--- src/rtl/refill_pkg.sv ---
package refill_pkg;

  typedef enum logic [1:0] {
    ORG_NARROW      = 2'd0,
    ORG_WIDE        = 2'd1,
    ORG_INTERLEAVED = 2'd2
  } mem_org_e;

  typedef enum logic [1:0] {
    ST_IDLE   = 2'd0,
    ST_ADDR   = 2'd1,
    ST_ACCESS = 2'd2,
    ST_XFER   = 2'd3
  } refill_state_e;

  // words delivered per bus beat
  function automatic int beat_words(mem_org_e org, int lanes);
    return (org == ORG_WIDE) ? lanes : 1;
  endfunction

  // words fetched per memory access round
  function automatic int round_words(mem_org_e org, int lanes);
    return (org == ORG_NARROW) ? 1 : lanes;
  endfunction

  function automatic int penalty(mem_org_e org, int line_words, int lanes,
                                 int access_cyc);
    int rounds;
    int beats_per_round;
    rounds          = line_words / round_words(org, lanes);
    beats_per_round = round_words(org, lanes) / beat_words(org, lanes);
    return 1 + rounds * (access_cyc + beats_per_round);
  endfunction

endpackage

--- src/rtl/refill_fsm.sv ---
module refill_fsm #(
  parameter int ADDR_W      = 32,
  parameter int LINE_WORDS  = 16,
  parameter int BEAT_WORDS  = 1,
  parameter int BEATS_RND   = 1,
  parameter int ACCESS_CYC  = 10,
  localparam int IDX_W      = $clog2(LINE_WORDS),
  localparam int WAIT_W     = $clog2(ACCESS_CYC),
  localparam int BC_W       = (BEATS_RND > 1) ? $clog2(BEATS_RND) : 1
) (
  input  logic              clk,
  input  logic              rst,
  input  logic              miss_valid,
  input  logic [ADDR_W-1:0] miss_addr,
  output logic              busy,
  output logic              done,
  output logic              mem_addr_valid,
  output logic [ADDR_W-1:0] mem_addr,
  output logic              mem_xfer,
  output logic [IDX_W-1:0]  mem_word_idx
);
  import refill_pkg::*;

  refill_state_e     state;
  logic [WAIT_W-1:0] wait_cnt;
  logic [BC_W-1:0]   beat_cnt;
  logic [IDX_W-1:0]  idx_q;
  logic              last_beat;
  logic              round_end;
  logic              accept;

  assign busy         = (state != ST_IDLE);
  assign mem_xfer     = (state == ST_XFER);
  assign mem_word_idx = idx_q;
  assign accept       = miss_valid && (state == ST_IDLE);
  assign last_beat    = (idx_q == IDX_W'(LINE_WORDS - BEAT_WORDS));
  assign round_end    = (beat_cnt == BC_W'(BEATS_RND - 1));

  always_ff @(posedge clk) begin
    if (rst) begin
      state          <= ST_IDLE;
      done           <= 1'b0;
      mem_addr_valid <= 1'b0;
      mem_addr       <= '0;
      wait_cnt       <= '0;
      beat_cnt       <= '0;
      idx_q          <= '0;
    end else begin
      done           <= 1'b0;
      mem_addr_valid <= 1'b0;
      case (state)
        ST_IDLE: begin
          if (accept) begin
            state          <= ST_ADDR;
            mem_addr       <= miss_addr;
            mem_addr_valid <= 1'b1;
            idx_q          <= '0;
          end
        end
        ST_ADDR: begin
          state    <= ST_ACCESS;
          wait_cnt <= '0;
        end
        ST_ACCESS: begin
          if (wait_cnt == WAIT_W'(ACCESS_CYC - 1)) begin
            state    <= ST_XFER;
            beat_cnt <= '0;
          end else begin
            wait_cnt <= wait_cnt + 1'b1;
          end
        end
        ST_XFER: begin
          idx_q <= idx_q + IDX_W'(BEAT_WORDS);
          if (last_beat) begin
            state <= ST_IDLE;
            done  <= 1'b1;
          end else if (round_end) begin
            state    <= ST_ACCESS;
            wait_cnt <= '0;
          end else begin
            beat_cnt <= beat_cnt + 1'b1;
          end
        end
        default: state <= ST_IDLE;
      endcase
    end
  end

  // an accepted request makes the block busy in the next cycle
  p_busy_after_accept_r2: assert property (@(posedge clk) disable iff (rst)
    (miss_valid && !busy) |=> busy);

  // completion is reported with busy already released
  p_done_not_busy_r2: assert property (@(posedge clk) disable iff (rst)
    done |-> !busy);

  // acceptance is followed by exactly one address-phase cycle
  p_addr_after_accept_r3: assert property (@(posedge clk) disable iff (rst)
    (miss_valid && !busy) |=> mem_addr_valid);

  p_addr_single_r3: assert property (@(posedge clk) disable iff (rst)
    mem_addr_valid |=> !mem_addr_valid);

  // completion lasts a single cycle
  p_done_pulse_r4: assert property (@(posedge clk) disable iff (rst)
    done |=> !done);

  // transfers only during a refill
  p_xfer_in_refill_r7: assert property (@(posedge clk) disable iff (rst)
    mem_xfer |-> busy);

  // the latched block address does not move while a refill runs
  p_addr_held_r10: assert property (@(posedge clk) disable iff (rst)
    (busy && !mem_addr_valid) |=> $stable(mem_addr));

endmodule

--- src/rtl/refill_linebuf.sv ---
module refill_linebuf #(
  parameter int WORD_W     = 32,
  parameter int LINE_WORDS = 16,
  parameter int BEAT_WORDS = 1,
  localparam int IDX_W     = $clog2(LINE_WORDS),
  localparam int BUS_W     = BEAT_WORDS * WORD_W
) (
  input  logic                         clk,
  input  logic                         rst,
  input  logic                         beat,
  input  logic [IDX_W-1:0]             beat_idx,
  input  logic [BUS_W-1:0]             beat_data,
  output logic [LINE_WORDS*WORD_W-1:0] line
);

  logic [WORD_W-1:0] words [LINE_WORDS];

  for (genvar w = 0; w < LINE_WORDS; w++) begin : g_word
    localparam int SLOT = w / BEAT_WORDS;
    localparam int LANE = w % BEAT_WORDS;
    logic hit;
    assign hit = beat && ((int'(beat_idx) / BEAT_WORDS) == SLOT);
    always_ff @(posedge clk) begin
      if (hit) words[w] <= beat_data[LANE*WORD_W +: WORD_W];
    end
    assign line[w*WORD_W +: WORD_W] = words[w];
  end

  // every beat starts on a beat-aligned word index
  p_beat_aligned_r7: assert property (@(posedge clk) disable iff (rst)
    beat |-> ((int'(beat_idx) % BEAT_WORDS) == 0));

endmodule

--- src/rtl/refill_seq.sv ---
module refill_seq #(
  parameter refill_pkg::mem_org_e ORG = refill_pkg::ORG_NARROW,
  parameter int WORD_W     = 32,
  parameter int ADDR_W     = 32,
  parameter int LINE_WORDS = 16,
  parameter int LANES      = 4,
  parameter int ACCESS_CYC = 10,
  localparam int BEAT_WORDS = refill_pkg::beat_words(ORG, LANES),
  localparam int BEATS_RND  = refill_pkg::round_words(ORG, LANES) / BEAT_WORDS,
  localparam int PENALTY    = refill_pkg::penalty(ORG, LINE_WORDS, LANES, ACCESS_CYC),
  localparam int CNT_W      = $clog2(PENALTY + 1),
  localparam int IDX_W      = $clog2(LINE_WORDS),
  localparam int BUS_W      = BEAT_WORDS * WORD_W
) (
  input  logic                         clk,
  input  logic                         rst,
  input  logic                         miss_valid,
  input  logic [ADDR_W-1:0]            miss_addr,
  output logic                         busy,
  output logic                         done,
  output logic [LINE_WORDS*WORD_W-1:0] line_data,
  output logic [CNT_W-1:0]             refill_cycles,
  output logic                         mem_addr_valid,
  output logic [ADDR_W-1:0]            mem_addr,
  output logic                         mem_xfer,
  output logic [IDX_W-1:0]             mem_word_idx,
  input  logic [BUS_W-1:0]             mem_rdata
);

  refill_fsm #(
    .ADDR_W     (ADDR_W),
    .LINE_WORDS (LINE_WORDS),
    .BEAT_WORDS (BEAT_WORDS),
    .BEATS_RND  (BEATS_RND),
    .ACCESS_CYC (ACCESS_CYC)
  ) u_fsm (
    .clk            (clk),
    .rst            (rst),
    .miss_valid     (miss_valid),
    .miss_addr      (miss_addr),
    .busy           (busy),
    .done           (done),
    .mem_addr_valid (mem_addr_valid),
    .mem_addr       (mem_addr),
    .mem_xfer       (mem_xfer),
    .mem_word_idx   (mem_word_idx)
  );

  refill_linebuf #(
    .WORD_W     (WORD_W),
    .LINE_WORDS (LINE_WORDS),
    .BEAT_WORDS (BEAT_WORDS)
  ) u_linebuf (
    .clk       (clk),
    .rst       (rst),
    .beat      (mem_xfer),
    .beat_idx  (mem_word_idx),
    .beat_data (mem_rdata),
    .line      (line_data)
  );

  // refill cycle counter: cleared on acceptance, advanced while busy
  always_ff @(posedge clk) begin
    if (rst) begin
      refill_cycles <= '0;
    end else if (miss_valid && !busy) begin
      refill_cycles <= '0;
    end else if (busy) begin
      refill_cycles <= refill_cycles + 1'b1;
    end
  end

  // count at completion equals the organisation's penalty
  p_cycles_at_done_r11: assert property (@(posedge clk) disable iff (rst)
    done |-> (refill_cycles == CNT_W'(PENALTY)));

endmodule

--- config.mk ---
export PLATFORM = sky130hd
export DESIGN_NAME = refill_seq
export DESIGN_NICKNAME = d
export VERILOG_FILES = /design/src/rtl/refill_pkg.sv /design/src/rtl/refill_fsm.sv /design/src/rtl/refill_linebuf.sv /design/src/rtl/refill_seq.sv
export SDC_FILE = /design/constraint.sdc
export NUM_CORES = 1
export LEC_CHECK = 0
export BUFFER_PORTS_ARGS = -buffer_cell sky130_fd_sc_hd__buf_2
export CAP_MARGIN = 20
export CORE_AREA = 2 2 247 249
export DETAILED_ROUTE_END_ITERATION = 8
export DIE_AREA = 0 0 249 251
export MAX_ROUTING_LAYER = met4
export SLEW_MARGIN = 5
export SYNTH_ARGS = -nofsm -noshare
export SYNTH_HDL_FRONTEND = slang
export SYNTH_SLANG_ARGS = --single-unit
--- constraint.sdc ---
create_clock -name clk -period 3.14 [get_ports clk]
set_input_delay 0.628 -clock clk [delete_from_list [all_inputs] [get_ports clk]]
set_output_delay 0.628 -clock clk [all_outputs]
set_load 0.05 [all_outputs]
Word-level counts from Yosys, hierarchy flattened
Memory sizes are Yosys's and may differ from the RTL's.
Cells that the tools add are included.
{ "classes": {"eq_ne": 26, "mul": 0, "magnitude_cmp": 0, "shifts": 0, "div": 0, "reduce_logical": 48, "addsub": 4, "n_mux": 94, "bitwise_logic": 2} }
{ "ops": {"columns": ["cell", "count"], "rows": [
  ["two-way mux 32 bit", 15],
  ["OR reduction 32 bit", 15],
  ["two-way mux 4 bit", 19],
  ["two-way mux 1 bit", 52],
  ["== test 4 bit, second input constant", 10],
  ["zero test 32 bit", 1],
  ["logical AND 1 bit", 18],
  ["== test 4 x 3 -> 1 bit, second input constant", 4],
  ["case mux 4 bit (3 select lines)", 1],
  ["adder 4 x 1 -> 4 bit, second input constant", 2],
  ["adder 8 x 1 -> 8 bit, second input constant", 1],
  ["== test 4 x 2 -> 1 bit, second input constant", 2],
  ["two-way mux 2 bit", 4],
  ["case mux 2 bit (4 select lines)", 1],
  ["case mux 4 bit (2 select lines)", 1],
  ["!= test 2 bit, second input constant", 3],
  ["AND reduction 3 bit", 2],
  ["nonzero test 2 bit", 3],
  ["OR reduction 2 bit", 3],
  ["== test 2 bit, second input constant", 2],
  ["== test 4 x 1 -> 1 bit, second input constant", 1],
  ["!= test 2 x 1 -> 1 bit, second input constant", 2],
  ["AND reduction 2 bit", 2],
  ["AND reduction 4 bit", 1],
  ["other kinds (8)", 9]
]} }
{ "totals": {"mem_bits_rw": 512, "n_memories": 1, "rom_bits": 0, "output_inout_bits": 560, "wordCells": 183, "in_bits": 67, "regBits": 53, "latchBits": 0} }
{ "memory_table": {"columns": ["name", "depth", "width", "read_ports", "rd_ports_with_merged_regs", "wr", "line", "rtl"], "rows": [
  ["u_linebuf.words", 16, 32, 16, 0, 1, "refill_linebuf.sv:16", "logic [WORD_W-1:0] words [LINE_WORDS];"]
]} }

Depth between registers and ports, before layout
{ "depth": {"word_depth": 20, "depth_mapped": 5, "depth_no_buf": 5} }

Modules after synthesis
From an unflattened synthesis, not the netlist that was laid out.
{ "hier_totals": {"hier_cells": 782, "area_unflattened_um2": 17591.9} }
{ "modules_own_cells": {"columns": ["mod", "cells_each", "area_each_um2", "seq_area_each_um2", "n_inst"], "rows": [
  ["refill_linebuf", 539, 15581.2, 15374.7, 1],
  ["refill_fsm", 205, 1664.1, 880.8, 1],
  ["refill_seq", 38, 346.6, 160.2, 1]
]} }

Worst setup path after synthesis
OpenSTA, ideal clock, no wires.
{ "synth_timing": {"path_type": "flip-flop to flip-flop", "startpoint": "reg u_fsm.idx_q[0], in the netlist u_fsm.mem_word_idx[0]", "endpoint": "mem u_linebuf.words[15][0], in the netlist u_linebuf.words[7][32] (enable)", "setup_ns": 0.393, "setup_slack_ns": 0.691, "path_buffers": 1, "period_less_slack_ns": 2.449, "t_arrival_ns": 2.056, "required_ns": 2.747, "path_stages_with_launch": 4, "path_cell_list": "dfxtp_1 > ha_1 > clkbuf_1 > and2_1"} }
{ "synth_between": {"elab_cells_between_ends": 109, "cone_classes": "eq/ne (15); mux (62); reduce/logical (32)"} }
{ "synth_rtl": {"columns": ["item", "line", "rtl"], "rows": [
  ["start, declared", "refill_fsm.sv:27", "logic [IDX_W-1:0] idx_q;"],
  ["start signal, assigned", "refill_fsm.sv:73", "idx_q <= idx_q + IDX_W'(BEAT_WORDS);"],
  ["== test 4 x 1 -> 1 bit *", "refill_linebuf.sv:22", "assign hit = beat && ((int'(beat_idx) / BEAT_WORDS) == SLOT);"],
  ["logical AND 1 bit *", "refill_linebuf.sv:22", null],
  ["via u_linebuf.g_word[15].hit", "refill_linebuf.sv:21", "logic hit;"],
  ["two-way mux 1 bit *", "refill_linebuf.sv:24", "if (hit) words[w] <= beat_data[LANE*WORD_W +: WORD_W];"],
  ["two-way mux 1 bit (implied by the code) *", "refill_linebuf.sv:24", null],
  ["OR reduction 32 bit (no line)", null, null],
  ["two-way mux 4 bit (no line) / two-way mux 1 bit (equally long branches)", null, null],
  ["end, declared", "refill_linebuf.sv:16", null]
]} }
The timed path passes the listed nets; every way through them passes the cells marked *.

Worst setup path in the final report
{ "layout_timing": {"startpoint": "reg u_fsm.state[1]", "endpoint": "out mem_xfer"} }
{ "layout_between": {"elab_chain_len": 1} }
{ "layout_lines": {"columns": ["item", "line", "rtl"], "rows": [
  ["start, declared", "refill_fsm.sv:24", "refill_state_e state;"],
  ["start signal, assigned", "refill_fsm.sv:41", "state <= ST_IDLE;"],
  ["start signal, assigned", "refill_fsm.sv:54", "state <= ST_ADDR;"],
  ["start signal, assigned", "refill_fsm.sv:61", "state <= ST_ACCESS;"],
  ["== test 2 bit", "refill_fsm.sv:33", "assign mem_xfer = (state == ST_XFER);"],
  ["end, declared", "refill_seq.sv:25", "output logic mem_xfer,"]
]} }
Every way passes these cells.

==> impl_metrics.toml <==
[outcome]
status = "complete, no violations"

[worst_setup_path]
path_depth = 3
rrSetupSlack_ns = 0.62
startpoint_type = "flip-flop"
worstPathRequired_ns = 2.51
crit_buf_inv = 2
rr_endpoint = "u_linebuf.words[7][18]$_DFFE_PP_"
critPathKind = "reg -> out"
cpMaxStageDelayCell = "dfxtp_1"
slowest_delay_ns = 0.79
cp.arrival_ns = 2.02
path_delay_family = "flip-flops"
cp_max_fo = 22
cp_cell_sequence = "nand2_1, inv_1, buf_2"
crit_path_start = "u_fsm.state[1]$_SDFFE_PP0P_"
cp-endpoint = "mem_xfer"
reg2reg_depth = 3
end_kind = "primary output"
reg2reg_from = "u_fsm.state[1]$_SDFFE_PP0P_"

[cts]
cts_root_buf = "clkbuf_16"
clock-sinks = 564
cts_made_buffers = 56
post_cts_buffers = 0
clock_path_buffers = 3
cts_tree = "built"
h-tree-depth = 2
insertion_delay_ns = 0.59
hold_buffers = 0
clkTransAtPathRegs_ns = 0.06
ctsResizeCount = 0

[detailed_routing]
ant_nets = 0
dr.first_iter.drc_count = 764
firstDrtPassIters = 5
vias_per_cell = 4.39
drc_errors = 0
drt_wl_total_um = 52900
wl_per_cell_um = 23.6
vias = 9844

[cells_and_area]
layout_common_cells = "buf_2, edfxtp_1, clkbuf_16, dfxtp_1, a22o_1"
final_common_cell = "buf_2"
drive_gt1_share_pct = 52.0
antenna_cells = 0
stdcell_area_um2 = 23600
nets = 1490
fillCellCount = 5471
synthToLayoutAreaGrowth_pct = 35.0

[die]
ios = 627
die_w_um = 249
die_h_um = 251
initial_core_util_pct = 29.3
rows = 90
die_area_um2 = 62500
core_area_um2 = 59800

[placed_design]
io_buffers = 626
place.detailed.hpwl_um = 36400
placed_cell_area_um2 = 21800
place.gp.congestion = 0.795

[synth]
synth_area_per_cell_um2 = 24.4
yosys-top-cells-area = "edfxtp_1, dfxtp_1, a22o_1"
yosysWarnings = 0
synth_cell_types = 43
seq_area_frac_synth_pct = 93.7
synth_top_area_share_pct = 87.8
syn_area_um2 = 17500
synthCells = 719
yosysTopAreaCell = "edfxtp_1"
postSynthNetCount = 793
ys_ff_latch = 564

[timing]
slew_headroom_pct = 51.3
fin_crit_sh_pct = 84.3
rsz0062_at_grt = "no"
tightest_slew_ns = 0.729
final-setup-viol-count = 0
finalClockSkew_ns = 0.0190
max_freq_mhz = 378
hold_viol = 0
fin_crit_ns = 2.65
fin_tns_setup_ns = 0
finalMaxSlewViolations = 0

[grt]
grt_pass1_vias = 9578
grt_overflow = 0
grt_pass1_wl_um = 71600
grt_max_degree = 34
track_usage_pct = 16.6
antenna_found_initial = 0

[power]
internal_power_mw = 12.1
p_clk_share_pct = 42.8
swShare_pct = 20.4
combPwrFrac_pct = 2.8
p_leak_nw = 8.98
power.density_nw_per_um2 = 641
ir_worst_vdd_mv = 0.386
p_seq_share_pct = 54.4
p_sw_mw = 3.09

[run]
max-cap-violations = 0

[min_path]
hold_class = "in -> reg"
-- power groups by stage --
stage                     clock network, mW  logic [mW]  registers, mW
after floorplan                           0      0.0890           8.53
after global placement                    0       0.417           8.41
after detailed placement                  0       0.424           8.40
after CTS                              6.64       0.423           8.25
after global routing                   6.93       0.445           8.25
final                                  6.49       0.417           8.25
-- cell type report --
| class | instances | area [um2] | area share, % |
|---|---|---|---|
| inverter | 7 | 26.3 | 0.111 |
| tap | 782 | 978 | 4.14 |
| timing repair buffer | 652 | 3420 | 14.4 |
| clock buffer | 68 | 1470 | 6.21 |
| multi-input combinational | 135 | 1010 | 4.28 |
| sequential | 564 | 16400 | 69.4 |
| clock inverter | 35 | 329 | 1.39 |
-- cell families after synthesis --
kind of cell / synth area share (%)
AOI/OAI and AO/OA: 2.54
xor gates and xnor gates: 0.250
adders and majority gates: 0.500
buffers and inverters: 0.643
DFF: 93.7
muxes: 0.114
and+or+nand+nor: 2.26
-- per-layer routing --
metal  vias up  part of all wire [%]  GRT usage [%]
met3        70                   9.3           5.46
met2       566                    47           26.0
met5         -                     0              -
met4         0                   2.0           3.98
met1      4943                    41           21.0
li1       4265                     -              -
-- cells in the mapped netlist (all sizes together) --
cell type	n
a2111oi	2
a211oi	2
a21oi	8
a22o	32
a31oi	2
and2	16
and3	2
and3b	1
and4	2
and4b	1
buf	11
clkbuf	2
dfxtp	52
edfxtp	512
ha	7
inv	7
mux2i	2
nand2	10
nand2b	1
nand3	3
nand3b	3
nand4	3
nand4b	1
nor2	8
nor3	4
nor3b	1
nor4bb	1
o2111ai	2
o211ai	1
o21ai	6
o221ai	1
or3	5
or3b	1
or4	1
or4b	1
xor2	5
-- worst min-delay path by stage --
stage	slack [ns]	end	start	cells past startpoint
global placement	0.46	u_fsm.mem_addr[26]$_SDFFE_PP0P_	u_fsm.mem_addr[26]$_SDFFE_PP0P_	1
CTS	0.21	u_fsm.mem_addr[2]$_SDFFE_PP0P_	miss_addr[2]	2
finish	0.25	u_fsm.mem_addr[13]$_SDFFE_PP0P_	miss_addr[13]	2
global route	0.23	u_fsm.mem_addr[21]$_SDFFE_PP0P_	miss_addr[21]	2
floorplan	0.46	u_fsm.wait_cnt[1]$_SDFFE_PP0P_	u_fsm.wait_cnt[1]$_SDFFE_PP0P_	2
detailed placement	0.46	u_fsm.mem_addr[3]$_SDFFE_PP0P_	u_fsm.mem_addr[3]$_SDFFE_PP0P_	1
-- metrics by stage --
stage	util, %	hold WS [ns]	instances	power [mW]	worst slack, ns
after global placement	36.5	0.460	2140	8.82	0.753
after CTS	39.5	0.213	2243	15.3	0.491
after detailed placement	36.5	0.459	2140	8.83	0.690
final	39.5	0.250	2243	15.2	0.492
after floorplan	-	0.465	719	8.62	0.691
after global routing	39.5	0.231	2243	15.6	0.405
-- flip-flops by register name, summed over array words and instances, names as in the netlist --
register,count
u_fsm.mem_word_idx,4
refill_cycles,8
u_linebuf.words,512
u_fsm.state,2
u_fsm.mem_addr_valid,1
u_fsm.mem_addr,32
u_fsm.done,1
u_fsm.wait_cnt,4
Power figures use the tool's default switching activity.
